## src/rtl/sdcmd_pkg.sv

```systemverilog
package sdcmd_pkg;
    typedef enum logic [2:0] {
        ST_IDLE, ST_SEND, ST_TURN, ST_WAIT, ST_RECV, ST_EVAL, ST_DONE
    } eng_state_t;

    localparam logic [1:0] KIND_NONE  = 2'd0;
    localparam logic [1:0] KIND_SHORT = 2'd1;
    localparam logic [1:0] KIND_RAW   = 2'd2;
    localparam logic [1:0] KIND_LONG  = 2'd3;

    localparam logic [1:0] STAT_OK      = 2'd0;
    localparam logic [1:0] STAT_TIMEOUT = 2'd1;
    localparam logic [1:0] STAT_CRC     = 2'd2;
    localparam logic [1:0] STAT_INDEX   = 2'd3;

    localparam int CRC_W      = 7;
    localparam int FRAME_BITS = 48;
    localparam int BODY_BITS  = FRAME_BITS - CRC_W - 1;
    localparam int LONG_BITS  = 136;
    localparam int HDR_BITS   = 8;
    localparam int LONG_PAY_W = LONG_BITS - 2 * HDR_BITS;
endpackage

```

## src/rtl/sdcmd_crc7.sv

```systemverilog
module sdcmd_crc7 #(
    parameter int             W    = 7,
    parameter logic [W-1:0]   POLY = 7'h09
) (
    input  logic         clk,
    input  logic         rst_n,
    input  logic         clr,
    input  logic         en,
    input  logic         din,
    output logic [W-1:0] crc_o
);
    logic fb;
    assign fb = din ^ crc_o[W-1];

    always_ff @(posedge clk or negedge rst_n) begin
        if (!rst_n)
            crc_o <= '0;
        else if (clr)
            crc_o <= '0;
        else if (en)
            crc_o <= {crc_o[W-2:0], 1'b0} ^ ({W{fb}} & POLY);
    end

    // every frame's CRC starts from an all-zero register
    assert_crc_cleared_R2: assert property (@(posedge clk) disable iff (!rst_n)
        clr |=> (crc_o == '0));
endmodule

```

## src/rtl/sdcmd_timeout.sv

```systemverilog
module sdcmd_timeout #(
    parameter int LIMIT = 64
) (
    input  logic clk,
    input  logic rst_n,
    input  logic clr,
    input  logic en,
    output logic expired_o
);
    localparam int CW = $clog2(LIMIT + 1);
    logic [CW-1:0] cnt;

    always_ff @(posedge clk or negedge rst_n) begin
        if (!rst_n)
            cnt <= '0;
        else if (clr)
            cnt <= '0;
        else if (en && cnt != CW'(LIMIT - 1))
            cnt <= cnt + 1'b1;
    end

    assign expired_o = en && (cnt == CW'(LIMIT - 1));

    // the wait window never runs past its limit
    assert_window_bound_R10: assert property (@(posedge clk) disable iff (!rst_n)
        cnt <= CW'(LIMIT - 1));
endmodule

```

## src/rtl/sdcmd_engine.sv

```systemverilog
module sdcmd_engine
    import sdcmd_pkg::*;
#(
    parameter int         TIMEOUT_CYC = 64,
    parameter int         TURN_CYC    = 2,
    parameter logic [5:0] EXEMPT_IDX  = 6'd41,
    parameter logic [7:0] LONG_HDR    = 8'h3F
) (
    input  logic                  clk,
    input  logic                  rst_n,
    input  logic                  start,
    input  logic [5:0]            cmd_idx,
    input  logic [31:0]           cmd_arg,
    input  logic [1:0]            rsp_kind,
    input  logic                  cmd_in,
    output logic                  cmd_out,
    output logic                  cmd_oe,
    output logic                  busy,
    output logic                  done,
    output logic [1:0]            status,
    output logic [LONG_PAY_W-1:0] rsp_data
);
    localparam logic [7:0] LAST_TX   = 8'(FRAME_BITS - 1);
    localparam logic [7:0] CRC_LO    = 8'(BODY_BITS);
    localparam logic [7:0] LAST_CRC  = 8'(FRAME_BITS - 2);
    localparam logic [7:0] LAST_TURN = 8'(TURN_CYC - 1);
    localparam logic [7:0] LONG_LO   = 8'(HDR_BITS);
    localparam logic [7:0] LONG_HI   = 8'(LONG_BITS - HDR_BITS);

    eng_state_t            state_q, state_d;
    logic [7:0]            bit_cnt;
    logic [BODY_BITS-1:0]  frame_q;
    logic [1:0]            kind_q;
    logic [5:0]            idx_q;
    logic [LONG_BITS-1:0]  rx_sr;
    logic                  prev_in;
    logic [1:0]            status_q, stat_next;
    logic [LONG_PAY_W-1:0] rsp_q, rsp_next;
    logic [CRC_W-1:0]      crc_q;
    logic                  crc_clr, crc_en, crc_din;
    logic                  tmo, fall, crc_ok;
    logic [7:0]            rx_last;
    logic [2:0]            crc_sel;
    logic                  unused_bits;

    assign fall        = prev_in && !cmd_in;
    assign rx_last     = (kind_q == KIND_LONG) ? 8'(LONG_BITS - 1) : LAST_TX;
    assign crc_sel     = 3'(LAST_CRC - bit_cnt);
    assign crc_ok      = (rx_sr[CRC_W:1] == crc_q);
    assign unused_bits = rx_sr[0];

    sdcmd_crc7 #(.W(CRC_W), .POLY(7'h09)) u_crc (
        .clk(clk), .rst_n(rst_n), .clr(crc_clr), .en(crc_en),
        .din(crc_din), .crc_o(crc_q)
    );

    sdcmd_timeout #(.LIMIT(TIMEOUT_CYC)) u_tmo (
        .clk(clk), .rst_n(rst_n), .clr(state_q != ST_WAIT),
        .en(state_q == ST_WAIT), .expired_o(tmo)
    );

    // next-state logic
    always_comb begin
        state_d = state_q;
        unique case (state_q)
            ST_IDLE: if (start) state_d = ST_SEND;
            ST_SEND: if (bit_cnt == LAST_TX)
                         state_d = (kind_q == KIND_NONE) ? ST_DONE : ST_TURN;
            ST_TURN: if (bit_cnt == LAST_TURN) state_d = ST_WAIT;
            ST_WAIT: if (fall) state_d = ST_RECV;
                     else if (tmo) state_d = ST_DONE;
            ST_RECV: if (bit_cnt == rx_last) state_d = ST_EVAL;
            ST_EVAL: state_d = ST_DONE;
            ST_DONE: state_d = ST_IDLE;
            default: state_d = ST_IDLE;
        endcase
    end

    // state register and bit counter
    always_ff @(posedge clk or negedge rst_n) begin
        if (!rst_n) begin
            state_q <= ST_IDLE;
            bit_cnt <= '0;
        end else begin
            state_q <= state_d;
            if (state_q != state_d)
                bit_cnt <= (state_d == ST_RECV) ? 8'd1 : 8'd0;
            else if (state_q inside {ST_SEND, ST_TURN, ST_RECV})
                bit_cnt <= bit_cnt + 8'd1;
        end
    end

    // CRC feed: transmit body, or the covered span of the response
    always_comb begin
        crc_clr = (state_q == ST_IDLE && start) || (state_q == ST_WAIT && fall);
        crc_din = (state_q == ST_SEND) ? frame_q[BODY_BITS-1] : cmd_in;
        crc_en  = 1'b0;
        if (state_q == ST_SEND)
            crc_en = bit_cnt < CRC_LO;
        else if (state_q == ST_RECV)
            crc_en = (kind_q == KIND_LONG) ? (bit_cnt >= LONG_LO && bit_cnt < LONG_HI)
                                           : (bit_cnt < CRC_LO);
    end

    // response evaluation, CRC before index
    always_comb begin
        stat_next = STAT_OK;
        rsp_next  = {{(LONG_PAY_W-32){1'b0}}, rx_sr[39:8]};
        unique case (kind_q)
            KIND_SHORT: begin
                if (!crc_ok)
                    stat_next = STAT_CRC;
                else if (rx_sr[45:40] != idx_q && idx_q != EXEMPT_IDX)
                    stat_next = STAT_INDEX;
            end
            KIND_LONG: begin
                rsp_next = rx_sr[LONG_BITS-HDR_BITS-1:HDR_BITS];
                if (!crc_ok)
                    stat_next = STAT_CRC;
                else if (rx_sr[LONG_BITS-1:LONG_BITS-HDR_BITS] != LONG_HDR)
                    stat_next = STAT_INDEX;
            end
            default: stat_next = STAT_OK;
        endcase
    end

    // datapath and output registers
    always_ff @(posedge clk or negedge rst_n) begin
        if (!rst_n) begin
            frame_q  <= '0;
            kind_q   <= KIND_NONE;
            idx_q    <= '0;
            rx_sr    <= '0;
            prev_in  <= 1'b1;
            status_q <= STAT_OK;
            rsp_q    <= '0;
        end else begin
            prev_in <= cmd_in;
            if (state_q == ST_IDLE && start) begin
                frame_q  <= {1'b0, 1'b1, cmd_idx, cmd_arg};
                kind_q   <= rsp_kind;
                idx_q    <= cmd_idx;
                rx_sr    <= '0;
                status_q <= STAT_OK;
                rsp_q    <= '0;
            end
            if (state_q == ST_SEND)
                frame_q <= {frame_q[BODY_BITS-2:0], 1'b0};
            if ((state_q == ST_WAIT && fall) || state_q == ST_RECV)
                rx_sr <= {rx_sr[LONG_BITS-2:0], cmd_in};
            if (state_q == ST_WAIT && !fall && tmo)
                status_q <= STAT_TIMEOUT;
            if (state_q == ST_EVAL) begin
                status_q <= stat_next;
                rsp_q    <= rsp_next;
            end
        end
    end

    // port outputs
    always_comb begin
        cmd_oe   = (state_q == ST_SEND);
        busy     = (state_q != ST_IDLE);
        done     = (state_q == ST_DONE);
        status   = status_q;
        rsp_data = rsp_q;
        cmd_out  = 1'b1;
        if (state_q == ST_SEND) begin
            if (bit_cnt < CRC_LO)
                cmd_out = frame_q[BODY_BITS-1];
            else if (bit_cnt < LAST_TX)
                cmd_out = crc_q[crc_sel];
        end
    end

    // the last driven bit before release is the end bit
    assert_end_bit_R1: assert property (@(posedge clk) disable iff (!rst_n)
        $fell(cmd_oe) |-> $past(cmd_out));
    // line stays released in the cycle after the drive ends
    assert_turn_gap_R3: assert property (@(posedge clk) disable iff (!rst_n)
        $fell(cmd_oe) |=> !cmd_oe);
    // reception begins only on a sampled high-to-low edge
    assert_rx_edge_R4: assert property (@(posedge clk) disable iff (!rst_n)
        (state_q == ST_RECV && $past(state_q) == ST_WAIT) |-> ($past(prev_in) && !$past(cmd_in)));
    // result stays put between commands
    assert_result_hold_R9: assert property (@(posedge clk) disable iff (!rst_n)
        (state_q == ST_IDLE && $past(state_q) == ST_IDLE) |-> ($stable(status) && $stable(rsp_data)));
    // completion is a single-cycle pulse and busy only follows a start
    assert_done_pulse_R12: assert property (@(posedge clk) disable iff (!rst_n)
        done |=> !done);
    assert_busy_start_R12: assert property (@(posedge clk) disable iff (!rst_n)
        $rose(busy) |-> $past(start));
endmodule

```

## config.mk

```make
export PLATFORM = sky130hd
export DESIGN_NAME = sdcmd_engine
export DESIGN_NICKNAME = d
export VERILOG_FILES = /design/src/rtl/sdcmd_pkg.sv /design/src/rtl/sdcmd_crc7.sv /design/src/rtl/sdcmd_timeout.sv /design/src/rtl/sdcmd_engine.sv
export SDC_FILE = /design/constraint.sdc
export NUM_CORES = 1
export LEC_CHECK = 0
export ABC_AREA = 0
export BUFFER_PORTS_ARGS = -buffer_cell sky130_fd_sc_hd__buf_2
export CAP_MARGIN = 20
export CELL_PAD_IN_SITES_DETAIL_PLACEMENT = 1
export CELL_PAD_IN_SITES_GLOBAL_PLACEMENT = 2
export CORE_MARGIN = 2
export CORE_UTILIZATION = 30
export CTS_CLUSTER_SIZE = 28
export DETAILED_ROUTE_END_ITERATION = 12
export GPL_ROUTABILITY_DRIVEN = 0
export PLACE_DENSITY_LB_ADDON = 0.1
export REMOVE_ABC_BUFFERS = 1
export SYNTH_ARGS = -nofsm -noshare
export SYNTH_HDL_FRONTEND = slang
export SYNTH_SLANG_ARGS = --single-unit
```

## constraint.sdc

```tcl
create_clock -name clk -period 3.2 [get_ports clk]
set_input_delay 0.96 -clock clk [delete_from_list [all_inputs] [get_ports clk]]
set_output_delay 0.96 -clock clk [all_outputs]
set_load 0.03 [all_outputs]
```

==> results of run 1 <==
report_power, final:
| group | internal (W) | total (W) | leakage, nW | switching, W |
|---|---|---|---|---|
| registers | 0.00459 | 0.00486 | 4.55 | 0.000267 |
| logic | 0.000974 | 0.00299 | 2.77 | 0.00202 |
| clock network | 0.00278 | 0.00457 | 0.655 | 0.00178 |
| total | 0.00835 | 0.0124 | 7.98 | 0.00407 |
layout by cell type, fill, tap and decap left out, types with 3 or more instances in the layout:
cell	netlist	layout
a21oi_1	8	8
a22o_1	88	88
a31oi_1	6	5
and3_1	4	4
buf_12	0	15
buf_2	32	167
buf_4	0	26
clkbuf_1	61	9
clkbuf_16	0	41
clkbuf_8	0	12
clkinv_2	1	5
dfrtp_1	331	331
diode_2	0	3
ha_1	4	3
inv_1	7	5
mux2i_1	41	41
nand2_1	434	434
nand3_1	43	43
nand3b_1	4	4
nand4_1	5	5
nor2_1	21	20
nor3_1	4	4
nor3b_1	3	3
o21ai_0	180	179
xnor2_1	16	16
xor2_1	8	8
layout make-up:
class	count	area, um2
Antenna cell	3	7.51
Clock buffer	62	1220
Clock inverter	8	97.6
Fill cell	5005	27800
Inverter	8	31.3
Multi-Input combinational cell	906	4870
Sequential cell	332	8310
Tap cell	592	741
Timing Repair Buffer	210	1360
critical path, stage by stage, from the launching register on:
cell	delay, ns
dfrtp_1	0.36
inv_2	0.06
ha_4	0.27
mux4_2	0.51
or3b_4	0.42
a31oi_4	0.16
o21ai_2	0.08
buf_6	0.14
flip-flops by register name, summed over array words and instances, names as in the netlist:
signal       flops
state_q          3
idx_q            6
rx_sr          136
u_tmo.cnt        7
u_crc.crc_o      7
frame_q         40
prev_in          1
bit_cnt          8
rsp_data       120
kind_q           2
status           2
metal layers:
layer	share of wire, %	wire length (um)	vias up
met5	0.16	56	-
met4	1.8	637	8
met3	5.4	1920	59
met2	46	16400	164
met1	47	16800	5055
li1	-	-	4858
cells by family after synthesis:
logic type,after synthesis
buffers and inverters,105
DFF,332
and+or+nand+nor,537
AOI/OAI and AO/OA,297
adders and majority gates,4
muxes,43
xor gates and xnor gates,25
worst paths after layout:
| check | start | endpoint | slack [ns] | cells past startpoint |
|---|---|---|---|---|
| worst max register to register | bit_cnt[1] | bit_cnt[0] | 0.78 | 9 |
| worst max-delay path | bit_cnt[1] | cmd_out | -0.32 | 7 |
| worst min-delay path | rst_n | rx_sr[101] | 0.35 | 1 |
| max in group asynchronous | rst_n | rx_sr[26] | 1.98 | 2 |
| worst min register to register | frame_q[37] | frame_q[38] | 0.47 | 2 |
| min in group clk | frame_q[37] | frame_q[38] | 0.47 | 2 |
metrics by stage:
step / utilization [%] / instance area [um2]
after floorplan: - / 13100
after global placement: 34.3 / 15200
after detailed placement: 34.3 / 15200
after CTS: 37.3 / 16600
after global routing: 37.4 / 16600
final: 37.5 / 16600
timing repair:
action	4_1_cts	5_1_grt
pin swaps	2	3
gates resized for setup	6	3
endpoints found under the setup margin	1	1
setup buffers	2	3
==> run metrics, run 1 <==
outcome complete, but fails checks; violated checks negative setup slack; largest net degree at the start of global routing 87; Core Region 44400 um2; CTS Root Cell clkbuf_16; max cap viols 0; area grow syn2layout 22.7%; Num Clock Sinks 332; Port Buffers 169; average size of a mapped cell 10.1 um2; vias per cell 4.78; post-synth top area share 61.1%; dpl hpwl 22.9 mm; top_reg_cell synth dfrtp_1; Placement Setup Slack 0.0235 ns; final slew viol count 0; endpoint class of the critical path output pin; Final TNS setup -0.319 ns; cell taking the most area after synthesis dfrtp_1; residual DRC count 0; GRT met1 Usage 21.1%; Starting Density 30.5%; count leader, synth nand2_1; wire length per cell 16.9 um; Layout Cells excl Fill 2121; clock skew 0.0146 ns; Leakage 7.98 nW; Via Count 10144; RSZ-0062 raised after global routing true; Rel. slew slack 56.0%; CTS tree yes; vias in the first global route 10657; Finish-stage setup viols 1; antenna violations before repair 6; Seq/Total Area, Yosys 61.3%; largest family of logic cells by synthesized area simple AND/OR/NAND/NOR gates; hold_buf cts 0; XOR/XNOR share of the synthesized area 1.67%; share of flip-flops with an asynchronous set or reset 100%; Max clock buf depth 3; Adder-Cell Fraction of Synth Area 0.369%; Highest Clock Rate 284 MHz; Synth Area in Compound Gates 13.8%; PwrDens 747 nW/um2; PnR Total Power 0.0124 W; most frequent cells after synthesis nand2_1 (434), dfrtp_1 (331), o21ai_0 (180), a22o_1 (88), clkbuf_1 (61); die footprint 46900 um2; Num CTS Buffers 40; mux share of post-synthesis cell area 3.28%; HP Class in -> async; layout cell share with drive strength beyond 1 19.0%; Die W 217 um; Crit path arrival time 2.56 ns; IO Pins 170; Die Y 217 um; actual slew at the worst max-slew pin 0.661 ns; Synth Instances 1343; gr usage total 15.7%; M3 GR Usage 4.20%; First DRT Iteration DRCs 433; Top Usage Layer GRT met2; GRT overflow 0; clk_lat worst skew 0.56 ns; worst setup margin -0.319 ns; global-route wire length before repair 59.3 mm; post-placement cell count 2043; WP data required 2.24 ns; antenna viol nets, final 0; WL final 35.8 mm; Post-Syn Area 13600 um2; CP max FO 2; htree depth 2; Worst-path clk slew 0.06 ns; DRT Pass-1 Iters 4; Netlist cell types 55; WHS 0.349 ns; Yosys warning total 0; crit share post-route 110%; simple-gate share of the synthesized area 16.2%; num rows 77; Final Hold Vio Count 0; post-synthesis register bit count 332; maximum vdd drop 0.350 mV; Final nets 1546; Setup CP Type reg -> out; min cycle time layout 3.52 ns; critical path startpoint category register; Synth area leaders dfrtp_1 (61%), nand2_1 (12%), o21ai_0 (6.6%); EDFF count, synth 0; met2 GRT Util 25.0%
No activity file was read; power rests on OpenSTA's default activity.
==> run 2, diff against run 1 <==
==> constraint.sdc (replaced) <==
create_clock -name clk -period 4.34 [get_ports clk]
set_input_delay 1.302 -clock clk [delete_from_list [all_inputs] [get_ports clk]]
set_output_delay 1.302 -clock clk [all_outputs]
set_load 0.03 [all_outputs]
==> run 2 against run 1 <==
Compared with the run above:
- the run now ends clean
- clock power is 30% lower
- critical path type unchanged
- register-to-register slack improved by 0.99 ns
- highest routed layer unchanged
- worst hold slack improved by 0.12 ns
==> run metrics, run 2 (synthesis results as in run 1) <==
clock skew 0.0152 ns (was 0.0146 ns); First DRT Iteration DRCs 435 (was 433); IO Pins 170 (unchanged); RSZ-0062 raised after global routing false (was true); HP Class reg -> reg (was in -> async); WP data required 3.04 ns (was 2.24 ns); maximum vdd drop 0.319 mV (was 0.350 mV); gr usage total 15.4% (was 15.7%); WHS Endpoint frame_q[38]; Final TNS setup 0 ns (was -0.319 ns); Post-CTS Setup Inserts 0 (was 2); final slew viol count 0 (unchanged); Largest register FFs 136 (unchanged); Reg with most FFs rx_sr (unchanged); PwrDens 541 nW/um2 (was 747 nW/um2); CTS Root Cell clkbuf_16 (unchanged); global-route wire length before repair 58.6 mm (was 59.3 mm); design area 16300 um2 (was 16600 um2); Num Clock Sinks 332 (unchanged); vias in the first global route 10533 (was 10657); min cycle time layout 4.11 ns; crit share post-route 94.6%; Rel. slew slack 35.9% (was 56.0%); Worst path max stage delay 0.50 ns (was 0.51 ns); Setup CP Type reg -> out (unchanged); reg2reg path depth 7 (was 9); slowest CP cell mux4_2 (unchanged); dpl hpwl 22.0 mm (was 22.9 mm); Num CTS Buffers 41 (was 40); WL final 35.0 mm (was 35.8 mm); Leakage 7.81 nW (was 7.98 nW); Finish-stage setup viols 0 (was 1); worst hold path depth 2; Port Buffers 169 (unchanged); endpoint class of the critical path output pin (unchanged); Worst-path clk slew 0.05 ns (was 0.06 ns); layout cell share with drive strength beyond 1 17.7% (was 19.0%); Crit path arrival time 2.80 ns (was 2.56 ns); wire length per cell 16.6 um (was 16.9 um); Max clock buf depth 3 (unchanged); Starting Density 30.5% (unchanged); commonest non-fill, non-tap cells in the layout nand2_1 (434), dfrtp_1 (330), o21ai_0 (180) (was nand2_1 (434), dfrtp_1 (331), o21ai_0 (179)); Die Y 217 um (unchanged); GRT overflow 0 (unchanged); vias per cell 4.76 (was 4.78); critical path startpoint category register (unchanged); area grow syn2layout 20.4% (was 22.7%); num rows 77 (unchanged); die footprint 46900 um2 (unchanged); actual slew at the worst max-slew pin 0.959 ns (was 0.661 ns); antenna violations before repair 4 (was 6); post-placement cell count 2032 (was 2043); commonest non-fill, non-tap cell in the layout nand2_1 (unchanged); FF-to-FF setup slack 1.77 ns (was 0.78 ns); Die W 217 um (unchanged); DP Area 15100 um2 (was 15200 um2); Highest Clock Rate 243 MHz; largest net degree at the start of global routing 90 (was 87); FF-to-FF Start state_q[0] (was bit_cnt[1]); residual DRC count 0 (unchanged); outcome completed (was complete, but fails checks); CTS tree yes (unchanged); max cap viols 0 (unchanged); Util after Layout 36.7% (was 37.5%); Final Hold Vio Count 0 (unchanged); Final nets 1531 (was 1546); fill cell total of the finished layout 4993 (was 5005); hold path start frame_q[37]; antenna viol nets, final 0 (unchanged); Layout Cells excl Fill 2100 (was 2121); Via Count 9988 (was 10144); clk_lat worst skew 0.54 ns (was 0.56 ns); CP max FO 7 (was 2); Cell Chain, Critical Path inv_1, ha_4, mux4_2, or3b_2, a31oi_1, o21ai_0, buf_2 (was inv_2, ha_4, mux4_2, or3b_4, a31oi_4, o21ai_2, buf_6); Core Region 44400 um2 (unchanged); DRT Pass-1 Iters 6 (was 4); htree depth 2 (unchanged); r2r endpoint bit_cnt[0] (unchanged)
[run 2: cell count changes in the layout (fill, tap and decap cells not counted), sizes merged]
cell,previous run,this run
buf,210,194
bufinv,2,1
inv,9,7
clkinvlp,0,2
clkinv,5,7
diode,3,2
clkbuf,62,57
[run 2: how the worst max path moves through the flow]
stage / startpoint / endpoint / cells after the start
after CTS: bit_cnt[0] / cmd_out / 7
after detailed placement: bit_cnt[0] / cmd_out / 7
after global routing: bit_cnt[0] / cmd_out / 7
after global placement: bit_cnt[0] / cmd_out / 7
final: bit_cnt[0] / cmd_out / 7
after floorplan: start / status[1] / 4
[run 2: per-layer routing]
metal	up-vias	wire (um)	track usage, %
met5	-	27	0
met2	150	15800	24.3
li1	4821	-	-
met4	4	849	5.07
met1	4954	16500	20.7
met3	59	1830	3.87
[run 2: critical path: cells and delay by family (launching register included)]
kind / cells / cell delay, ns
AND/OR/NAND/NOR: 1 / 0.45
buffers and inverters: 2 / 0.31
flip-flops: 1 / 0.42
AO/OA/AOI/OAI: 2 / 0.30
adder cells (fa/ha/maj): 1 / 0.30
multiplexers: 1 / 0.50
[run 2: metrics by stage]
stage               power (W)  setup slack (ns)  hold slack, ns
floorplan             0.00493             -6.63           0.439
global placement      0.00574             0.655           0.461
detailed placement    0.00578             0.625           0.464
CTS                   0.00906            0.0221           0.480
global route          0.00944            0.0709           0.510
finish                0.00883             0.233           0.472
[run 2: area by class of cell]
cell class | count | area (um2) | share of cell area (%)
Clock buffer | 57 | 1160 | 7.08
Clock inverter | 9 | 75.1 | 0.460
Timing Repair Buffer | 194 | 1160 | 7.08
Inverter | 8 | 31.3 | 0.192
Sequential cell | 332 | 8310 | 50.9
Tap cell | 592 | 741 | 4.54
Multi-Input combinational cell | 906 | 4840 | 29.7
Antenna cell | 2 | 5.00 | 0.0307
[run 2: timing repair]
action | 4_1_cts | 5_1_grt
endpoints found under the setup margin | 0 | 1
gates resized for setup | 0 | 2
hold buffers | 0 | 0
[run 2: power breakdown]
part | leakage [nW] | total (W) | switching [W] | internal, W
Clock | 0.604 | 0.00319 | 0.00129 | 0.00190
Sequential | 4.55 | 0.00362 | 0.000228 | 0.00339
Combinational | 2.66 | 0.00203 | 0.00141 | 0.000618
Total | 7.81 | 0.00883 | 0.00293 | 0.00590
